[config.mk]
export PLATFORM = sky130hd
export DESIGN_NAME = rblk_addr_gen
export DESIGN_NICKNAME = d
export VERILOG_FILES = /design/src/rtl/rblk_pkg.sv /design/src/rtl/rblk_addr_lane.sv /design/src/rtl/rblk_dpath.sv /design/src/rtl/rblk_ctrl.sv /design/src/rtl/rblk_addr_gen.sv
export SDC_FILE = /design/constraint.sdc
export NUM_CORES = 1
export LEC_CHECK = 0
export BUFFER_PORTS_ARGS = -buffer_cell sky130_fd_sc_hd__buf_2
export CAP_MARGIN = 20
export CORE_MARGIN = 5
export CORE_UTILIZATION = 58
export CTS_BUF_LIST = sky130_fd_sc_hd__clkbuf_8
export DETAILED_ROUTE_END_ITERATION = 10
export GPL_ROUTABILITY_DRIVEN = 0
export PLACE_DENSITY = 0.9
export SYNTH_ARGS = -nofsm -noshare
export SYNTH_HDL_FRONTEND = slang
export SYNTH_SLANG_ARGS = --single-unit
[constraint.sdc]
create_clock -name clk -period 6.66 [get_ports clk]
set_input_delay 0.666 -clock clk [delete_from_list [all_inputs] [get_ports clk]]
set_output_delay 0.666 -clock clk [all_outputs]
set_load 0.02 [all_outputs]
[src/rtl/rblk_pkg.sv]
package rblk_pkg;
  typedef struct packed {
    logic load;
    logic srcStep;
    logic dstStep;
    logic blkStep;
  } rblkCtl_t;
endpackage

[src/rtl/rblk_addr_lane.sv]
module rblk_addr_lane #(
  parameter int ADDR_W = 32,
  parameter int OFF_W  = 16
) (
  input  logic              clk,
  input  logic              rstN,
  input  logic              load,
  input  logic [ADDR_W-1:0] loadVal,
  input  logic              burstStep,
  input  logic              blkStep,
  input  logic [OFF_W-1:0]  burstOff,
  input  logic [OFF_W-1:0]  blkOff,
  input  logic              burstDec,
  input  logic              blkDec,
  output logic [ADDR_W-1:0] addr
);
  localparam int PAD_W = ADDR_W - OFF_W;

  logic [ADDR_W-1:0] burstExt, blkExt, burstDelta, blkDelta;

  always_comb begin
    burstExt   = {{PAD_W{1'b0}}, burstOff};
    blkExt     = {{PAD_W{1'b0}}, blkOff};
    burstDelta = '0;
    blkDelta   = '0;
    if (burstStep) burstDelta = burstDec ? (~burstExt + 1'b1) : burstExt;
    if (blkStep)   blkDelta   = blkDec   ? (~blkExt + 1'b1)   : blkExt;
  end

  always_ff @(posedge clk) begin
    if (!rstN)     addr <= '0;
    else if (load) addr <= loadVal;
    else           addr <= addr + burstDelta + blkDelta;
  end
endmodule

[src/rtl/rblk_dpath.sv]
module rblk_dpath
  import rblk_pkg::*;
#(
  parameter int ADDR_W = 32,
  parameter int OFF_W  = 16
) (
  input  logic              clk,
  input  logic              rstN,
  input  rblkCtl_t          ctl,
  input  logic [ADDR_W-1:0] cfgSrcAddr,
  input  logic [ADDR_W-1:0] cfgDstAddr,
  input  logic [OFF_W-1:0]  cfgBurstOff,
  input  logic [OFF_W-1:0]  cfgBlockOff,
  input  logic [3:0]        cfgDirs,
  output logic [ADDR_W-1:0] srcAddr,
  output logic [ADDR_W-1:0] dstAddr
);
  localparam int LANES = 2;

  logic [OFF_W-1:0]  burstOffQ, blkOffQ;
  logic [3:0]        dirQ;
  logic [ADDR_W-1:0] laneInit [LANES];
  logic [ADDR_W-1:0] laneAddr [LANES];
  logic [LANES-1:0]  laneBurst;

  always_ff @(posedge clk) begin
    if (!rstN) begin
      burstOffQ <= '0;
      blkOffQ   <= '0;
      dirQ      <= '0;
    end else if (ctl.load) begin
      burstOffQ <= cfgBurstOff;
      blkOffQ   <= cfgBlockOff;
      dirQ      <= cfgDirs;
    end
  end

  assign laneInit[0] = cfgSrcAddr;
  assign laneInit[1] = cfgDstAddr;
  assign laneBurst   = {ctl.dstStep, ctl.srcStep};

  for (genvar i = 0; i < LANES; i++) begin : g_lane
    rblk_addr_lane #(.ADDR_W(ADDR_W), .OFF_W(OFF_W)) u_lane (
      .clk      (clk),
      .rstN     (rstN),
      .load     (ctl.load),
      .loadVal  (laneInit[i]),
      .burstStep(laneBurst[i]),
      .blkStep  (ctl.blkStep),
      .burstOff (burstOffQ),
      .blkOff   (blkOffQ),
      .burstDec (dirQ[i]),
      .blkDec   (dirQ[2+i]),
      .addr     (laneAddr[i])
    );
  end

  assign srcAddr = laneAddr[0];
  assign dstAddr = laneAddr[1];
endmodule

[src/rtl/rblk_ctrl.sv]
module rblk_ctrl
  import rblk_pkg::*;
#(
  parameter int CNT_W = 16,
  parameter int REP_W = 11
) (
  input  logic             clk,
  input  logic             rstN,
  input  logic             start,
  input  logic             srcBurstDone,
  input  logic             dstBurstDone,
  input  logic             blockDone,
  input  logic [CNT_W-1:0] burstBytes,
  input  logic [CNT_W-1:0] cfgBlkBytes,
  input  logic [REP_W-1:0] cfgRepeat,
  output rblkCtl_t         ctl,
  output logic [CNT_W-1:0] bytesLeft,
  output logic [REP_W-1:0] repeatLeft,
  output logic             busy,
  output logic             xferDone,
  output logic             overrunErr
);
  logic [CNT_W-1:0] blkBytesQ;
  logic [CNT_W-1:0] takeBytes;
  logic             blockEmpty, lastPass, finish, overrun;

  always_comb begin
    blockEmpty  = (bytesLeft == '0);
    lastPass    = (repeatLeft == '0);
    overrun     = burstBytes > bytesLeft;
    takeBytes   = overrun ? bytesLeft : burstBytes;
    ctl.load    = start;
    ctl.srcStep = busy && !start && srcBurstDone;
    ctl.dstStep = busy && !start && dstBurstDone;
    ctl.blkStep = busy && !start && blockDone && blockEmpty && !lastPass;
    finish      = busy && !start && blockDone && blockEmpty && lastPass;
  end

  always_ff @(posedge clk) begin
    if (!rstN) begin
      blkBytesQ  <= '0;
      bytesLeft  <= '0;
      repeatLeft <= '0;
      busy       <= 1'b0;
      xferDone   <= 1'b0;
      overrunErr <= 1'b0;
    end else begin
      xferDone <= finish;
      if (start) begin
        blkBytesQ  <= cfgBlkBytes;
        bytesLeft  <= cfgBlkBytes;
        repeatLeft <= cfgRepeat;
        busy       <= 1'b1;
        overrunErr <= 1'b0;
      end else begin
        if (ctl.srcStep && overrun) overrunErr <= 1'b1;
        if (ctl.blkStep) begin
          bytesLeft  <= blkBytesQ;
          repeatLeft <= repeatLeft - 1'b1;
        end else if (ctl.srcStep) begin
          bytesLeft <= bytesLeft - takeBytes;
        end
        if (finish) busy <= 1'b0;
      end
    end
  end
endmodule

[src/rtl/rblk_addr_gen.sv]
module rblk_addr_gen
  import rblk_pkg::*;
#(
  parameter int ADDR_W = 32,
  parameter int CNT_W  = 16,
  parameter int REP_W  = 11,
  parameter int OFF_W  = 16
) (
  input  logic              clk,
  input  logic              rstN,
  input  logic              start,
  input  logic [ADDR_W-1:0] cfgSrcAddr,
  input  logic [ADDR_W-1:0] cfgDstAddr,
  input  logic [CNT_W-1:0]  cfgBlkBytes,
  input  logic [REP_W-1:0]  cfgRepeat,
  input  logic [OFF_W-1:0]  cfgBurstOff,
  input  logic [OFF_W-1:0]  cfgBlockOff,
  input  logic              cfgSrcDec,
  input  logic              cfgDstDec,
  input  logic              cfgBlkSrcDec,
  input  logic              cfgBlkDstDec,
  input  logic              srcBurstDone,
  input  logic [CNT_W-1:0]  burstBytes,
  input  logic              dstBurstDone,
  input  logic              blockDone,
  output logic [ADDR_W-1:0] srcAddr,
  output logic [ADDR_W-1:0] dstAddr,
  output logic [CNT_W-1:0]  bytesLeft,
  output logic [REP_W-1:0]  repeatLeft,
  output logic              busy,
  output logic              xferDone,
  output logic              overrunErr
);
  rblkCtl_t ctl;

  rblk_ctrl #(.CNT_W(CNT_W), .REP_W(REP_W)) u_ctrl (
    .clk         (clk),
    .rstN        (rstN),
    .start       (start),
    .srcBurstDone(srcBurstDone),
    .dstBurstDone(dstBurstDone),
    .blockDone   (blockDone),
    .burstBytes  (burstBytes),
    .cfgBlkBytes (cfgBlkBytes),
    .cfgRepeat   (cfgRepeat),
    .ctl         (ctl),
    .bytesLeft   (bytesLeft),
    .repeatLeft  (repeatLeft),
    .busy        (busy),
    .xferDone    (xferDone),
    .overrunErr  (overrunErr)
  );

  rblk_dpath #(.ADDR_W(ADDR_W), .OFF_W(OFF_W)) u_dpath (
    .clk        (clk),
    .rstN       (rstN),
    .ctl        (ctl),
    .cfgSrcAddr (cfgSrcAddr),
    .cfgDstAddr (cfgDstAddr),
    .cfgBurstOff(cfgBurstOff),
    .cfgBlockOff(cfgBlockOff),
    .cfgDirs    ({cfgBlkDstDec, cfgBlkSrcDec, cfgDstDec, cfgSrcDec}),
    .srcAddr    (srcAddr),
    .dstAddr    (dstAddr)
  );
endmodule

==> flow_summary.toml <==
[clock_tree]
cts_max_path_buffers = 2
cts_root_buf = "clkbuf_8"
hold_buffers = 0
cts_sinks = 146
cts_buffers = 17
htreeDepth = 4
cts-resized-gates = 0
clk_pin_slew_worst_paths_ns = 0.09
post_cts_buffers = 0
cts_tree = "yes"
clock_latency_ns = 0.47

[die]
die_x_um = 158
rows = 54
ios = 243
initial_core_util = 0.584
core-area_um2 = 21700
dieArea_um2 = 24900
chipHeight_um = 158

[yosys]
synth_seq_cells = 146
synth-edff-count = 0
syn_inst = 1577
yosysTopAreaCell = "dfxtp_1"
async_flop_share = 0
yosysWarnings = 0
ys.flop_type = "dfxtp_1"
yosysMostFrequentCell = "nor2_1"
synth_cell_types = 72
netlist_area_um2 = 12700
synth.area.top_cells = "dfxtp_1, fa_1, ha_1"
yosysSeqAreaShare = 0.231
syn_avg_cell_area_um2 = 8.03
synth_top_area_share = 0.231
synthTopCellsByCount = "nor2_1, dfxtp_1, nand2_1"
syn_nets = 1887

[power_and_ir_drop]
p_leak_nw = 7.15
power_density_nw_per_um2 = 179
peakVddDrop_v = 0.0000937

[placement]
dpl-instance-area_um2 = 14000
port_buffers = 242
dp_hpwl_um = 29400
dp_slack_ns = 0.897

[timing]
timing_hold_violations_final = 0
fin_crit_ns = 5.79
relSlewSlack = 0.288
max_freq_mhz = 173
maxSlewViolCount = 0
tightestPinTransition_ns = 1.07
fin_setup_tns_ns = 0
rsz0062_at_grt = "false"
fin_crit_sh = 0.869
fin_skew_ns = 0.0128
hold_slack_ns = 0.421
setup_slack_ns = 0.872
setup_violations = 0

[drt]
vias_per_cell = 6.16
antenna_left = 0
firstDrtPassIters = 5
num_vias = 12700
drc = 0
post_drt_wl_per_cell_um = 19.1
routed_wl_um = 39100
drt-initial-drc-count = 1080

[worst_setup_path]
crit_buf_inv = 3
reg2reg_depth = 20
crit_fanout = 27
timing_worst_setup_path_type = "reg2reg"
cp_common_cell = "a21oi_1"
cp.depth = 20
r2r_setup_slack_ns = 0.87
regToRegEndpoint = "u_dpath.g_lane[0].u_lane.addr[31]"
required_ns = 6.99
timing.rr.start = "u_ctrl.repeatLeft[0]"
cp-endpoint = "u_dpath.g_lane[0].u_lane.addr[31]"
startpoint = "u_ctrl.repeatLeft[0]"
crit_family = "compound AO/OA/AOI/OAI gates"
cp-end-kind = "flop"
cp.arrival_ns = 6.11
crit_path_cell_trace = "inv_1, ha_1, nand3b_1, or3_1, o21ai_4, buf_4, nor2_1, fa_1, ha_1, inv_1, fa_1, nand2b_1, a21oi_1, o21ai_0, a2111oi_0, or2_2, a21oi_1, a21oi_1, xnor2_1, a21oi_1"
critical_path.startpoint_type = "flop"
crit_slowest_cell = "o21ai_4"
slowest_delay_ns = 0.53

[global_routing]
grt_pass1_vias = 12600
globalRoute.totalOverflow = 0
grt_util_all_layers = 0.309
antenna_found_initial = 3
grt_max_degree = 86
grt_pass1_wl_um = 61800

[worst_hold_path]
hold_path_class = "in2reg"
hold_depth = 3

[finish]
fillers = 1708
syn2layout_area_growth_pct = 13.8
finalInstanceArea_um2 = 14400
num-nets-final = 2071
layout-drive-gt1-share = 0.175

[job]
maxCapViolCount = 0

[status]
status = "finished clean"
==> cells by family after synthesis <==
logic type	after synthesis	share of synthesized area
multiplexers	70	0.0553
AND/OR/NAND/NOR	599	0.217
buffers and inverters	142	0.0447
AO/OA/AOI/OAI	352	0.181
adder cells (fa/ha/maj)	161	0.198
XOR/XNOR	107	0.0740
flip-flops	146	0.231
==> tightest hold or removal path: stages <==
cell and delay, ns:
buf_2 0.07, a21oi_1 0.06, nor2_1 0.07
==> cell usage in the layout, fill, tap and decap left out, types with 5 or more instances in the layout <==
| cell type | instances |
|---|---|
| mux2i_1 | 70 |
| and3_1 | 8 |
| nor2b_1 | 19 |
| a31oi_1 | 9 |
| bufinv_16 | 5 |
| xor2_1 | 70 |
| buf_2 | 241 |
| nor3_1 | 19 |
| o31ai_1 | 8 |
| and2_1 | 6 |
| ha_1 | 96 |
| nand3_1 | 50 |
| or3_1 | 26 |
| o21ai_0 | 55 |
| o211ai_1 | 10 |
| o21bai_1 | 6 |
| fa_1 | 65 |
| or3_4 | 6 |
| a211oi_1 | 20 |
| o21a_1 | 16 |
| nand2b_1 | 10 |
| a221oi_1 | 5 |
| nor4_1 | 8 |
| nand2_1 | 127 |
| inv_1 | 55 |
| clkbuf_8 | 18 |
| nor2_1 | 282 |
| a22oi_1 | 5 |
| xnor2_1 | 37 |
| a21oi_1 | 116 |
| buf_4 | 9 |
| a21o_1 | 46 |
| dfxtp_1 | 146 |
| nand4_1 | 17 |
==> flip-flops by register name, summed over array words and instances (netlist names) <==
signal / cells
u_ctrl.busy: 1
u_dpath.blkOffQ: 16
u_dpath.dirQ: 4
u_ctrl.repeatLeft: 11
u_ctrl.xferDone: 1
u_ctrl.blkBytesQ: 16
u_ctrl.bytesLeft: 16
u_dpath.burstOffQ: 16
u_dpath.g_lane.u_lane.addr: 64
u_ctrl.overrunErr: 1
==> cell type report <==
cell class | count | area (um^2) | share of cell area
antenna | 1 | 2.50 | 0.000174
timing repair buffer | 251 | 1280 | 0.0891
tap | 280 | 350 | 0.0243
clock inverter | 13 | 209 | 0.0145
inverter | 56 | 211 | 0.0147
clock buffer | 18 | 248 | 0.0172
multi-input combinational | 1289 | 9190 | 0.637
sequential | 146 | 2920 | 0.203
==> where the power goes <==
| part | switching [W] | internal [W] |
|---|---|---|
| Sequential | 0.0000850 | 0.000930 |
| Combinational | 0.000434 | 0.000301 |
| Clock | 0.000375 | 0.000455 |
==> routing by layer <==
metal / track usage / part of all wire / vias to the layer above / wire (um)
li1: - / - / 5868 / -
met1: 0.376 / 0.38 / 5954 / 14800
met2: 0.511 / 0.47 / 692 / 18300
met3: 0.0771 / 0.11 / 144 / 4150
met4: 0.154 / 0.049 / 4 / 1910
met5: 0 / 0.00069 / - / 27
==> per-stage QoR <==
stage,instances,utilization,total power [W]
2_1_floorplan,1577,-,0.00152
3_3_place_gp,2022,0.644,0.00172
3_5_place_dp,2022,0.644,0.00175
4_1_cts,2053,0.665,0.00257
5_1_grt,2054,0.665,0.00269
6_report,2054,0.665,0.00258
==> how the worst min path moves through the flow <==
stage	to	start	slack, ns
floorplan	u_ctrl.blkBytesQ[7]	u_ctrl.blkBytesQ[7]	0.45
global placement	u_ctrl.overrunErr	u_ctrl.overrunErr	0.45
detailed placement	u_ctrl.blkBytesQ[8]	u_ctrl.blkBytesQ[8]	0.46
CTS	u_dpath.g_lane[0].u_lane.addr[12]	cfgSrcAddr[12]	0.41
global route	u_dpath.g_lane[0].u_lane.addr[29]	cfgSrcAddr[29]	0.43
finish	u_dpath.g_lane[0].u_lane.addr[7]	cfgSrcAddr[7]	0.42
(Power assumes the default switching activity.)
